### config.mk
export PLATFORM = sky130hd
export DESIGN_NAME = fader_reg_slave
export DESIGN_NICKNAME = d
export VERILOG_FILES = /design/src/rtl/frs_pkg.sv /design/src/rtl/frs_sync.sv /design/src/rtl/frs_fsm.sv /design/src/rtl/frs_regfile.sv /design/src/rtl/fader_reg_slave.sv
export SDC_FILE = /design/constraint.sdc
export NUM_CORES = 1
export LEC_CHECK = 0
export ABC_AREA = 1
export BUFFER_PORTS_ARGS = -buffer_cell sky130_fd_sc_hd__buf_2
export CAP_MARGIN = 15
export CORE_AREA = 2 2 95 70
export CTS_CLUSTER_DIAMETER = 120
export DETAILED_ROUTE_END_ITERATION = 6
export DIE_AREA = 0 0 97 72
export GPL_TIMING_DRIVEN = 0
export HOLD_SLACK_MARGIN = 0.03
export PLACE_DENSITY = 0.74
export SYNTH_ARGS = -nofsm -noshare
export SYNTH_HDL_FRONTEND = slang
export SYNTH_SLANG_ARGS = --single-unit
### constraint.sdc
create_clock -name clk -period 1.75 [get_ports clk]
set_clock_uncertainty 0.1 [all_clocks]
set_input_delay 0.0875 -clock clk [delete_from_list [all_inputs] [get_ports clk]]
set_output_delay 0.0875 -clock clk [all_outputs]
set_load 0.01 [all_outputs]
### src/rtl/frs_pkg.sv
package frs_pkg;
    localparam int VOL_W  = 6;
    localparam int FAD_W  = 6;
    localparam int TONE_W = 5;
    localparam int SRC_W  = 3;
    localparam int IDX_W  = 3;
    localparam int NREG   = 1 << IDX_W;

    typedef enum logic [2:0] {
        ST_IDLE,
        ST_ADDR,
        ST_SUB,
        ST_DATA,
        ST_ACKW,
        ST_ACKD,
        ST_SKIP
    } rx_state_t;
endpackage

### src/rtl/frs_sync.sv
module frs_sync #(
    parameter int STAGES = 2
) (
    input  logic clk,
    input  logic rst_n,
    input  logic scl_i,
    input  logic sda_i,
    output logic scl_s,
    output logic sda_s,
    output logic scl_rise,
    output logic scl_fall,
    output logic start_det,
    output logic stop_det
);
    logic [STAGES-1:0] scl_chain, sda_chain;
    logic scl_q, sda_q;

    always_ff @(posedge clk or negedge rst_n) begin
        if (!rst_n) begin
            scl_chain <= '1;
            sda_chain <= '1;
            scl_q     <= 1'b1;
            sda_q     <= 1'b1;
        end else begin
            scl_chain <= {scl_chain[STAGES-2:0], scl_i};
            sda_chain <= {sda_chain[STAGES-2:0], sda_i};
            scl_q     <= scl_chain[STAGES-1];
            sda_q     <= sda_chain[STAGES-1];
        end
    end

    assign scl_s     = scl_chain[STAGES-1];
    assign sda_s     = sda_chain[STAGES-1];
    assign scl_rise  = scl_s & ~scl_q;
    assign scl_fall  = ~scl_s & scl_q;
    assign start_det = scl_s & scl_q & sda_q & ~sda_s;
    assign stop_det  = scl_s & scl_q & ~sda_q & sda_s;
endmodule

### src/rtl/frs_fsm.sv
module frs_fsm
    import frs_pkg::*;
#(
    parameter logic [7:0] DEV_ADDR = 8'h80
) (
    input  logic             clk,
    input  logic             rst_n,
    input  logic             scl_s,
    input  logic             sda_s,
    input  logic             scl_rise,
    input  logic             scl_fall,
    input  logic             start_det,
    input  logic             stop_det,
    output logic             sda_oe,
    output logic             wr_en,
    output logic [IDX_W-1:0] wr_idx,
    output logic [7:0]       wr_data
);
    rx_state_t        state, state_nx, ret_st, ret_nx;
    logic [2:0]       bit_cnt;
    logic [6:0]       shreg;
    logic [IDX_W-1:0] ptr;
    logic             rx_phase, byte_done;
    logic [7:0]       full_byte;

    assign rx_phase  = (state == ST_ADDR) || (state == ST_SUB) || (state == ST_DATA);
    assign byte_done = rx_phase && scl_rise && (bit_cnt == 3'd7);
    assign full_byte = {shreg, sda_s};

    always_comb begin
        state_nx = state;
        ret_nx   = ret_st;
        if (stop_det) begin
            state_nx = ST_IDLE;
        end else if (start_det) begin
            state_nx = ST_ADDR;
        end else begin
            unique case (state)
                ST_IDLE: state_nx = ST_IDLE;
                ST_ADDR: if (byte_done) begin
                    if (full_byte == DEV_ADDR) begin
                        state_nx = ST_ACKW;
                        ret_nx   = ST_SUB;
                    end else begin
                        state_nx = ST_SKIP;
                    end
                end
                ST_SUB: if (byte_done) begin
                    state_nx = ST_ACKW;
                    ret_nx   = ST_DATA;
                end
                ST_DATA: if (byte_done) begin
                    state_nx = ST_ACKW;
                    ret_nx   = ST_DATA;
                end
                ST_ACKW: if (scl_fall) state_nx = ST_ACKD;
                ST_ACKD: if (scl_fall) state_nx = ret_st;
                ST_SKIP: state_nx = ST_SKIP;
                default: state_nx = ST_IDLE;
            endcase
        end
    end

    always_ff @(posedge clk or negedge rst_n) begin
        if (!rst_n) begin
            state   <= ST_IDLE;
            ret_st  <= ST_IDLE;
            bit_cnt <= '0;
            shreg   <= '0;
            ptr     <= '0;
        end else begin
            state  <= state_nx;
            ret_st <= ret_nx;
            if (start_det || !rx_phase)
                bit_cnt <= '0;
            else if (scl_rise)
                bit_cnt <= bit_cnt + 3'd1;
            if (rx_phase && scl_rise)
                shreg <= full_byte[6:0];
            if (byte_done && state == ST_SUB)
                ptr <= full_byte[IDX_W-1:0];
            else if (byte_done && state == ST_DATA)
                ptr <= ptr + 1'b1;
        end
    end

    always_comb begin
        sda_oe  = (state == ST_ACKD);
        wr_en   = byte_done && (state == ST_DATA);
        wr_idx  = ptr;
        wr_data = full_byte;
    end

    assert_ack_steady_R12: assert property (@(posedge clk) disable iff (!rst_n)
        (scl_s && $past(scl_s) && !$past(start_det) && !$past(stop_det)) |-> $stable(sda_oe));
    assert_stop_idle_R11: assert property (@(posedge clk) disable iff (!rst_n)
        stop_det |=> (state == ST_IDLE));
    assert_ptr_wrap_R6: assert property (@(posedge clk) disable iff (!rst_n)
        (wr_en && ptr == '1) |=> (ptr == '0));
endmodule

### src/rtl/frs_regfile.sv
module frs_regfile
    import frs_pkg::*;
(
    input  logic              clk,
    input  logic              rst_n,
    input  logic              wr_en,
    input  logic [IDX_W-1:0]  wr_idx,
    input  logic [7:0]        wr_data,
    output logic [VOL_W-1:0]  vol_code,
    output logic              loud_off,
    output logic              zc_mode,
    output logic [FAD_W-1:0]  fad_fr,
    output logic [FAD_W-1:0]  fad_fl,
    output logic [FAD_W-1:0]  fad_rr,
    output logic [FAD_W-1:0]  fad_rl,
    output logic [TONE_W-1:0] bass_code,
    output logic [TONE_W-1:0] treb_code,
    output logic [SRC_W-1:0]  src_sel,
    output logic              gen_mute,
    output logic              sw_stb
);
    always_ff @(posedge clk or negedge rst_n) begin
        if (!rst_n) begin
            vol_code  <= '0;
            loud_off  <= 1'b0;
            zc_mode   <= 1'b0;
            fad_fr    <= '0;
            fad_fl    <= '0;
            fad_rr    <= '0;
            fad_rl    <= '0;
            bass_code <= '0;
            treb_code <= '0;
            src_sel   <= '0;
            gen_mute  <= 1'b1;
            sw_stb    <= 1'b0;
        end else begin
            sw_stb <= wr_en && (wr_idx == IDX_W'(7));
            if (wr_en) begin
                case (wr_idx)
                    IDX_W'(0): begin
                        zc_mode  <= wr_data[7];
                        loud_off <= wr_data[6];
                        vol_code <= wr_data[VOL_W-1:0];
                    end
                    IDX_W'(1): fad_fr    <= wr_data[FAD_W-1:0];
                    IDX_W'(2): fad_fl    <= wr_data[FAD_W-1:0];
                    IDX_W'(3): fad_rr    <= wr_data[FAD_W-1:0];
                    IDX_W'(4): fad_rl    <= wr_data[FAD_W-1:0];
                    IDX_W'(5): bass_code <= wr_data[TONE_W-1:0];
                    IDX_W'(6): treb_code <= wr_data[TONE_W-1:0];
                    default: begin
                        gen_mute <= wr_data[7];
                        src_sel  <= wr_data[SRC_W-1:0];
                    end
                endcase
            end
        end
    end

    assert_hold_no_write_R5: assert property (@(posedge clk) disable iff (!rst_n)
        !wr_en |=> $stable({vol_code, loud_off, zc_mode, fad_fr, fad_fl, fad_rr, fad_rl,
                            bass_code, treb_code, src_sel, gen_mute}));
    assert_stb_single_R10: assert property (@(posedge clk) disable iff (!rst_n)
        sw_stb |=> !sw_stb);
endmodule

### src/rtl/fader_reg_slave.sv
module fader_reg_slave
    import frs_pkg::*;
#(
    parameter logic [7:0] DEV_ADDR    = 8'h80,
    parameter int          SYNC_STAGES = 2
) (
    input  logic              clk,
    input  logic              rst_n,
    input  logic              scl_i,
    input  logic              sda_i,
    output logic              sda_oe,
    output logic [VOL_W-1:0]  vol_code,
    output logic              loud_off,
    output logic              zc_mode,
    output logic [FAD_W-1:0]  fad_fr,
    output logic [FAD_W-1:0]  fad_fl,
    output logic [FAD_W-1:0]  fad_rr,
    output logic [FAD_W-1:0]  fad_rl,
    output logic [TONE_W-1:0] bass_code,
    output logic [TONE_W-1:0] treb_code,
    output logic [SRC_W-1:0]  src_sel,
    output logic              gen_mute,
    output logic              sw_stb
);
    logic scl_s, sda_s, scl_rise, scl_fall, start_det, stop_det;
    logic wr_en;
    logic [IDX_W-1:0] wr_idx;
    logic [7:0] wr_data;

    frs_sync #(.STAGES(SYNC_STAGES)) u_sync (
        .clk(clk), .rst_n(rst_n), .scl_i(scl_i), .sda_i(sda_i),
        .scl_s(scl_s), .sda_s(sda_s), .scl_rise(scl_rise), .scl_fall(scl_fall),
        .start_det(start_det), .stop_det(stop_det)
    );

    frs_fsm #(.DEV_ADDR(DEV_ADDR)) u_fsm (
        .clk(clk), .rst_n(rst_n), .scl_s(scl_s), .sda_s(sda_s),
        .scl_rise(scl_rise), .scl_fall(scl_fall),
        .start_det(start_det), .stop_det(stop_det),
        .sda_oe(sda_oe), .wr_en(wr_en), .wr_idx(wr_idx), .wr_data(wr_data)
    );

    frs_regfile u_regs (
        .clk(clk), .rst_n(rst_n), .wr_en(wr_en), .wr_idx(wr_idx), .wr_data(wr_data),
        .vol_code(vol_code), .loud_off(loud_off), .zc_mode(zc_mode),
        .fad_fr(fad_fr), .fad_fl(fad_fl), .fad_rr(fad_rr), .fad_rl(fad_rl),
        .bass_code(bass_code), .treb_code(treb_code), .src_sel(src_sel),
        .gen_mute(gen_mute), .sw_stb(sw_stb)
    );
endmodule

## Word level (Yosys, flattened, before mapping)

Cells that the tools add are included.

- Bits in latches: 0
- Memories: 0
- Logic and storage cells: 100
- Bits in writable memories: 0
- ROM bits: 0
- Register bits after elaboration: 72
- Output and inout port bits: 48

- Bitwise gates (word level): 14
- Muxes and demuxes: 16
- $add $sub $neg: 2
- Shift operators: 0
- Multipliers: 0
- Equality and inequality tests: 22
- Order comparisons: 0
- Divide/modulo/power cells: 0
- Reduce and logical (&&, ||, !) cells: 25

Operators with widths:

| cell | number |
|---|---|
| 3-bit two-way mux | 13 |
| 3-bit equality test (second input constant) | 8 |
| 2-bit AND reduction | 8 |
| 3-bit case mux with 5 select lines | 1 |
| 3-bit by 2-bit equality test with 1-bit output (second input constant) | 4 |
| 8-bit equality test (second input constant) | 1 |
| 4-bit by 1-bit inequality test with 1-bit output (second input constant) | 2 |
| 1-bit bitwise AND | 7 |
| 1-bit NOT | 7 |
| 7-bit OR reduction | 1 |
| 3-bit by 1-bit adder with 3-bit output (second input constant) | 2 |
| 3-bit by 1-bit equality test with 1-bit output (second input constant) | 2 |
| 3-bit case mux with 2 select lines | 1 |
| 6-bit AND reduction | 1 |
| 2-bit nonzero test | 3 |
| 1-bit logical AND | 5 |
| 2-bit by 1-bit inequality test with 1-bit output (second input constant) | 2 |
| 4-bit by 2-bit inequality test with 1-bit output (second input constant) | 1 |
| 4-bit by 3-bit inequality test with 1-bit output (second input constant) | 1 |
| 4-bit AND reduction | 1 |
| 3-bit zero test | 1 |
| 1-bit logical OR | 3 |
| 2-bit two-way mux | 1 |
| 2-bit inequality test (second input constant) | 1 |
| 2 further kinds | 2 |

## Longest topological paths before layout

- Depth after elaboration: 9
- Depth in mapped cells: 9
- Depth with buffers taken out: 8

## Hierarchy

Synthesis repeated with hierarchy kept, for this count alone.

- Cells, all modules: 359
- Area, all modules: 3,084.2 um^2

By module, submodules not included:

| module | area each (um^2) | times used | sequential area each (um^2) | cells each |
|---|---|---|---|---|
| frs_regfile | 1,868.0 | 1 | 1,177.4 | 218 |
| frs_fsm | 1,017.2 | 1 | 450.4 | 124 |
| frs_sync | 198.9 | 1 | 157.7 | 17 |

## Worst setup path before layout

Ideal clock, no wire load.

- Path kind: flip-flop to flip-flop
- From: reg u_sync.scl_chain[1]
- To: reg u_regs.loud_off
- Library setup time: 121 ps
- Slack: 251 ps
- Stages on the path, launching flop included: 8
- Clock period less this slack: 1,499 ps
- Required time: 1,529 ps
- Arrival time: 1,278 ps
- Cell sequence: dfstp_2 > inv_2 > nor2_4 > nand4_2 > buf_6 > buf_6 > o21ai_1 > nand2_1

- Cells in the longest elaborated chain, start to end: 5

Ends and longest elaborated chain:

| item | RTL line | text |
|---|---|---|
| start: declaration | frs_sync.sv:15 | `logic [STAGES-1:0] scl_chain, sda_chain;` |
| start signal: assignment | frs_sync.sv:25 | `scl_chain <= {scl_chain[STAGES-2:0], scl_i};` |
| 1-bit bitwise AND | frs_sync.sv:34 | `assign scl_rise = scl_s & ~scl_q;` |
| 1-bit logical AND (2 in series) | frs_fsm.sv:27 | `assign byte_done = rx_phase && scl_rise && (bit_cnt == 3'd7);` |
| 1-bit logical AND | frs_fsm.sv:89 | `wr_en = byte_done && (state == ST_DATA);` |
| 2-bit AND reduction (no line) | -- |  |
| end signal: assignment | frs_regfile.sv:42 | `loud_off <= wr_data[6];` |
| end: declaration | frs_regfile.sv:10 | `output logic loud_off,` |

No other way between the ends.
A chain may end at the register's enable or synchronous reset.

## Worst setup path after layout

- From: reg u_fsm.bit_cnt[0]
- To: reg u_fsm.state[1]

- Cells in the longest elaborated chain, start to end: 4
- Elaborated cells on any way between the ends: 5
- Those cells by class: eq/ne (3); reduce/logical (2)

Ends and longest elaborated chain:

| item | RTL line | text |
|---|---|---|
| start: declaration | frs_fsm.sv:20 | `logic [2:0] bit_cnt;` |
| start signal: assignment | frs_fsm.sv:77 | `bit_cnt <= bit_cnt + 3'd1;` |
| 3-bit equality test (*) | frs_fsm.sv:27 |  |
| 1-bit logical AND (*) | frs_fsm.sv:27 |  |
| 4-bit by 2-bit inequality test with 1-bit output (no line) or 4-bit by 1-bit inequality test with 1-bit output (tied branches) | -- |  |
| 4-bit AND reduction (no line) (*) | -- |  |
| end signal: assignment | frs_fsm.sv:72 | `state <= state_nx;` |
| end: declaration | frs_fsm.sv:19 | `rx_state_t state, state_nx, ret_st, ret_nx;` |

Mark *: on every way between the ends. The rest lies on a longest branch, timed or not.

==> key figures <==
Floorplan
  – Die width: 97 um
  – FP Rows: 24
  – Placeable core region: 6040 um^2
  – Initial core utilization: 51.7%
  – Chip Height: 72 um
  – I/O pin count: 52
  – Total Die Area: 6980 um^2

Setup path
  – Required time reported for the critical path endpoint: 1.93 ns
  – Cell repeated most along the worst path: sky130_fd_sc_hd__nand2_1
  – Worst path top cell family by delay: adder cells
  – Critical Path End Type: register
  – Bufs and invs on worst path: 1
  – Worst path cell trace: ha_1 > ha_2 > inv_1 > o21ai_0 > nand2_1 > nor2_1 > nand2_1 > nand2_1
  – Highest cell delay on the worst timing path: 0.37 ns
  – Critical Path AT: 1.83 ns
  – Worst-path maximum fanout: 3
  – CP Class: register to register
  – Slowest stage cell on the critical path: sky130_fd_sc_hd__dfrtp_1
  – Crit start category: register

Place
  – Area of placed instances: 3480 um^2
  – RePlAce Congestion: 0.840
  – Post-DP HPWL: 4880 um
  – Pre-CTS setup slack: -0.117 ns
  – Placed instance count: 488
  – Number of I/O port buffers: 51

Timing
  – Actual transition at the worst max-transition pin: 0.865 ns
  – Number of pins exceeding their max-slew limit in the final report: 0
  – Relative max-transition margin: 42.3%
  – Count of final setup violators: 0
  – Share of the clock period used by the worst path: 94.7%
  – Fmax: 604 MHz
  – Time the worst path needs with I/O delays and setup: 1.66 ns
  – Endpoints failing hold: 0
  – Worst setup margin: 0.0933 ns

Yosys
  – Area share of the largest cell type after synthesis: 51.3%
  – Post-synthesis cell type with the largest combined area: sky130_fd_sc_hd__dfrtp_1
  – Number of warnings reported in the yosys synthesis log: 0
  – Sequential element share of the synthesized area: 57.2%
  – Flip-flop and latch count after synthesis: 71
  – Area contributors post-synth: sky130_fd_sc_hd__dfrtp_1 51%, sky130_fd_sc_hd__nand2_1 18%, sky130_fd_sc_hd__dfstp_2 5.9%
  – Netlist cell types: 21
  – Post-synthesis cell count: 359
  – Syn Nets: 371
  – Per-instance average area after synthesis: 8.70 um^2
  – Area of the mapped netlist: 3120 um^2

GRT
  – Maximum number of pins on one net before global-route repair: 72
  – First-pass GRT wire length: 11800 um
  – GRT Resource Usage Total: 21.5%
  – Grt total ovfl: 0
  – Via count of the first global-routing pass: 2460
  – Initial antenna violation count: 0

Pwr
  – VDD IR-drop max: 722 uV
  – Tot Pwr: 3820 uW
  – Leak Pwr: 0.00215 uW
  – Power Density: 1020 nW/um^2

Layout
  – Finished Cell Area: 3750 um^2
  – # diodes: 0
  – Layout cells sized above 1: 22.8%
  – Final-layout fill cell count: 536
  – Area Overhead vs Synth: 20.0%
  – Layout net count: 436
  – Multi-input gate area in the final layout: 1180 um^2
  – Highest-count cells in the layout ignoring fill and taps: 147 x sky130_fd_sc_hd__nand2_1, 64 x sky130_fd_sc_hd__dfrtp_1, 54 x sky130_fd_sc_hd__buf_2
  – Commonest non-fill, non-tap cell in the layout: sky130_fd_sc_hd__nand2_1
  – Flip-flop and latch area: 1790 um^2
  – Non-filler cells in the finished layout: 507

Clock network
  – Max Buffers Root-to-Sink: 2
  – Clock tree from TritonCTS: done
  – Number of buffers created by CTS: 9
  – Reg clk slew, reported paths: 0.07 ns
  – Clock tree root driver cell: sky130_fd_sc_hd__clkbuf_8
  – H-Tree Depth: 3
  – Sink Count: 71
  – Later-pin clock latency in the skew report: 0.33 ns

Hold path
  – Worst hold path type: register to register

Routing
  – DR DRC count: 0
  – Via count: 2571
  – Count of nets left with antenna violations after detail routing: 0
  – Count of routing violations after the opening detailed-route iteration: 93
  – Count of TritonRoute iterations in the first routing pass: 4
  – Overall routed net length: 6970 um
  – Average routed wire per standard cell: 13.8 um
  – Post-detailed-route via-to-cell ratio: 5.07

Outcome
  – Status: completed

Run
  – Max Cap Viol: 0
-- synth_stat cells, drive strengths merged --
master	instances
a21boi	1
clkbuf	5
buf	8
xor2	1
nand3	6
inv	24
nor3	1
o21ai	59
ha	8
nand4	1
a21oi	5
nand2	147
nor2	21
dfstp	7
o211ai	1
dfrtp	64
-- path summary, 6_finish.rpt --
kind	start	to	slack (ns)	cells after the start
setup / recovery	u_fsm.bit_cnt[0]	u_fsm.state[1]	0.09	8
min in group asynchronous	rst_n	u_regs.fad_rr[2]	0.31	2
hold reg to reg	u_sync.scl_chain[0]	u_sync.scl_chain[1]	0.26	0
max in group asynchronous	rst_n	u_fsm.state[0]	0.69	2
hold / removal	u_sync.scl_chain[0]	u_sync.scl_chain[1]	0.26	0
setup reg to reg	u_fsm.bit_cnt[0]	u_fsm.state[1]	0.09	8
-- routing by layer --
metal  vias up  share of wire (%)  track usage, %
li1       1273                  -               -
met1      1216                 47            30.0
met2        80                 45            34.0
met3         2                7.4            5.78
met4         0               0.14            5.48
met5         -                  0               0
-- stage by stage --
step	hold slack [ns]	util, %	setup TNS, ns
2_1_floorplan	-0.308	-	0
3_3_place_gp	0.0944	57.6	-0.0756
3_5_place_dp	0.0967	57.6	-0.231
4_1_cts	0.260	61.5	0
5_1_grt	0.263	62.1	-0.0503
6_report	0.257	62.1	0
-- timing repair --
item / 4_1_cts / 5_1_grt
pin swaps: 0 / 0
hold buffers: 3 / 0
cloned: 0 / 0
setup endpoints to repair: 3 / 16
hold endpoints to repair: 66 / 0
gates resized for setup: 0 / 8
setup buffers: 0 / 1
-- power breakdown --
| group | switching, uW | total (uW) | internal, uW | leakage, uW |
|---|---|---|---|---|
| combinational | 480 | 659 | 180 | 0.00108 |
| clock | 582 | 1350 | 771 | 0.000109 |
| sequential | 70.5 | 1810 | 1740 | 0.000962 |
-- cell families (layout without fill, tap and decap cells) --
family,count (synthesis),after routing,share of synthesized area [%]
flip-flops,71,71,57.2
AO/OA/AOI/OAI,66,66,10.7
XOR/XNOR,1,1,0.281
adder cells (fa/ha/maj),8,8,3.21
AND/OR/NAND/NOR,176,176,23.0
buffers and inverters,37,107,5.57
-- flip-flops by register name (all words and copies together), names as in the netlist, 5 cells and up --
register and count:
u_regs.fad_rl 6, u_regs.fad_rr 6, u_regs.vol_code 6, u_regs.fad_fr 6, u_regs.treb_code 5, u_regs.bass_code 5
u_regs.fad_fl 6, u_fsm.shreg 7
-- area by class of cell --
type	count	share of cell area [%]
Inverter	24	2.40
Timing Repair Buffer	55	7.88
Clock inverter	3	1.07
Buffer	12	2.27
Multi-Input combinational cell	251	31.5
Clock buffer	13	4.51
Tap cell	78	2.60
Sequential cell	71	47.7
No activity file was read; power rests on OpenSTA's default activity.
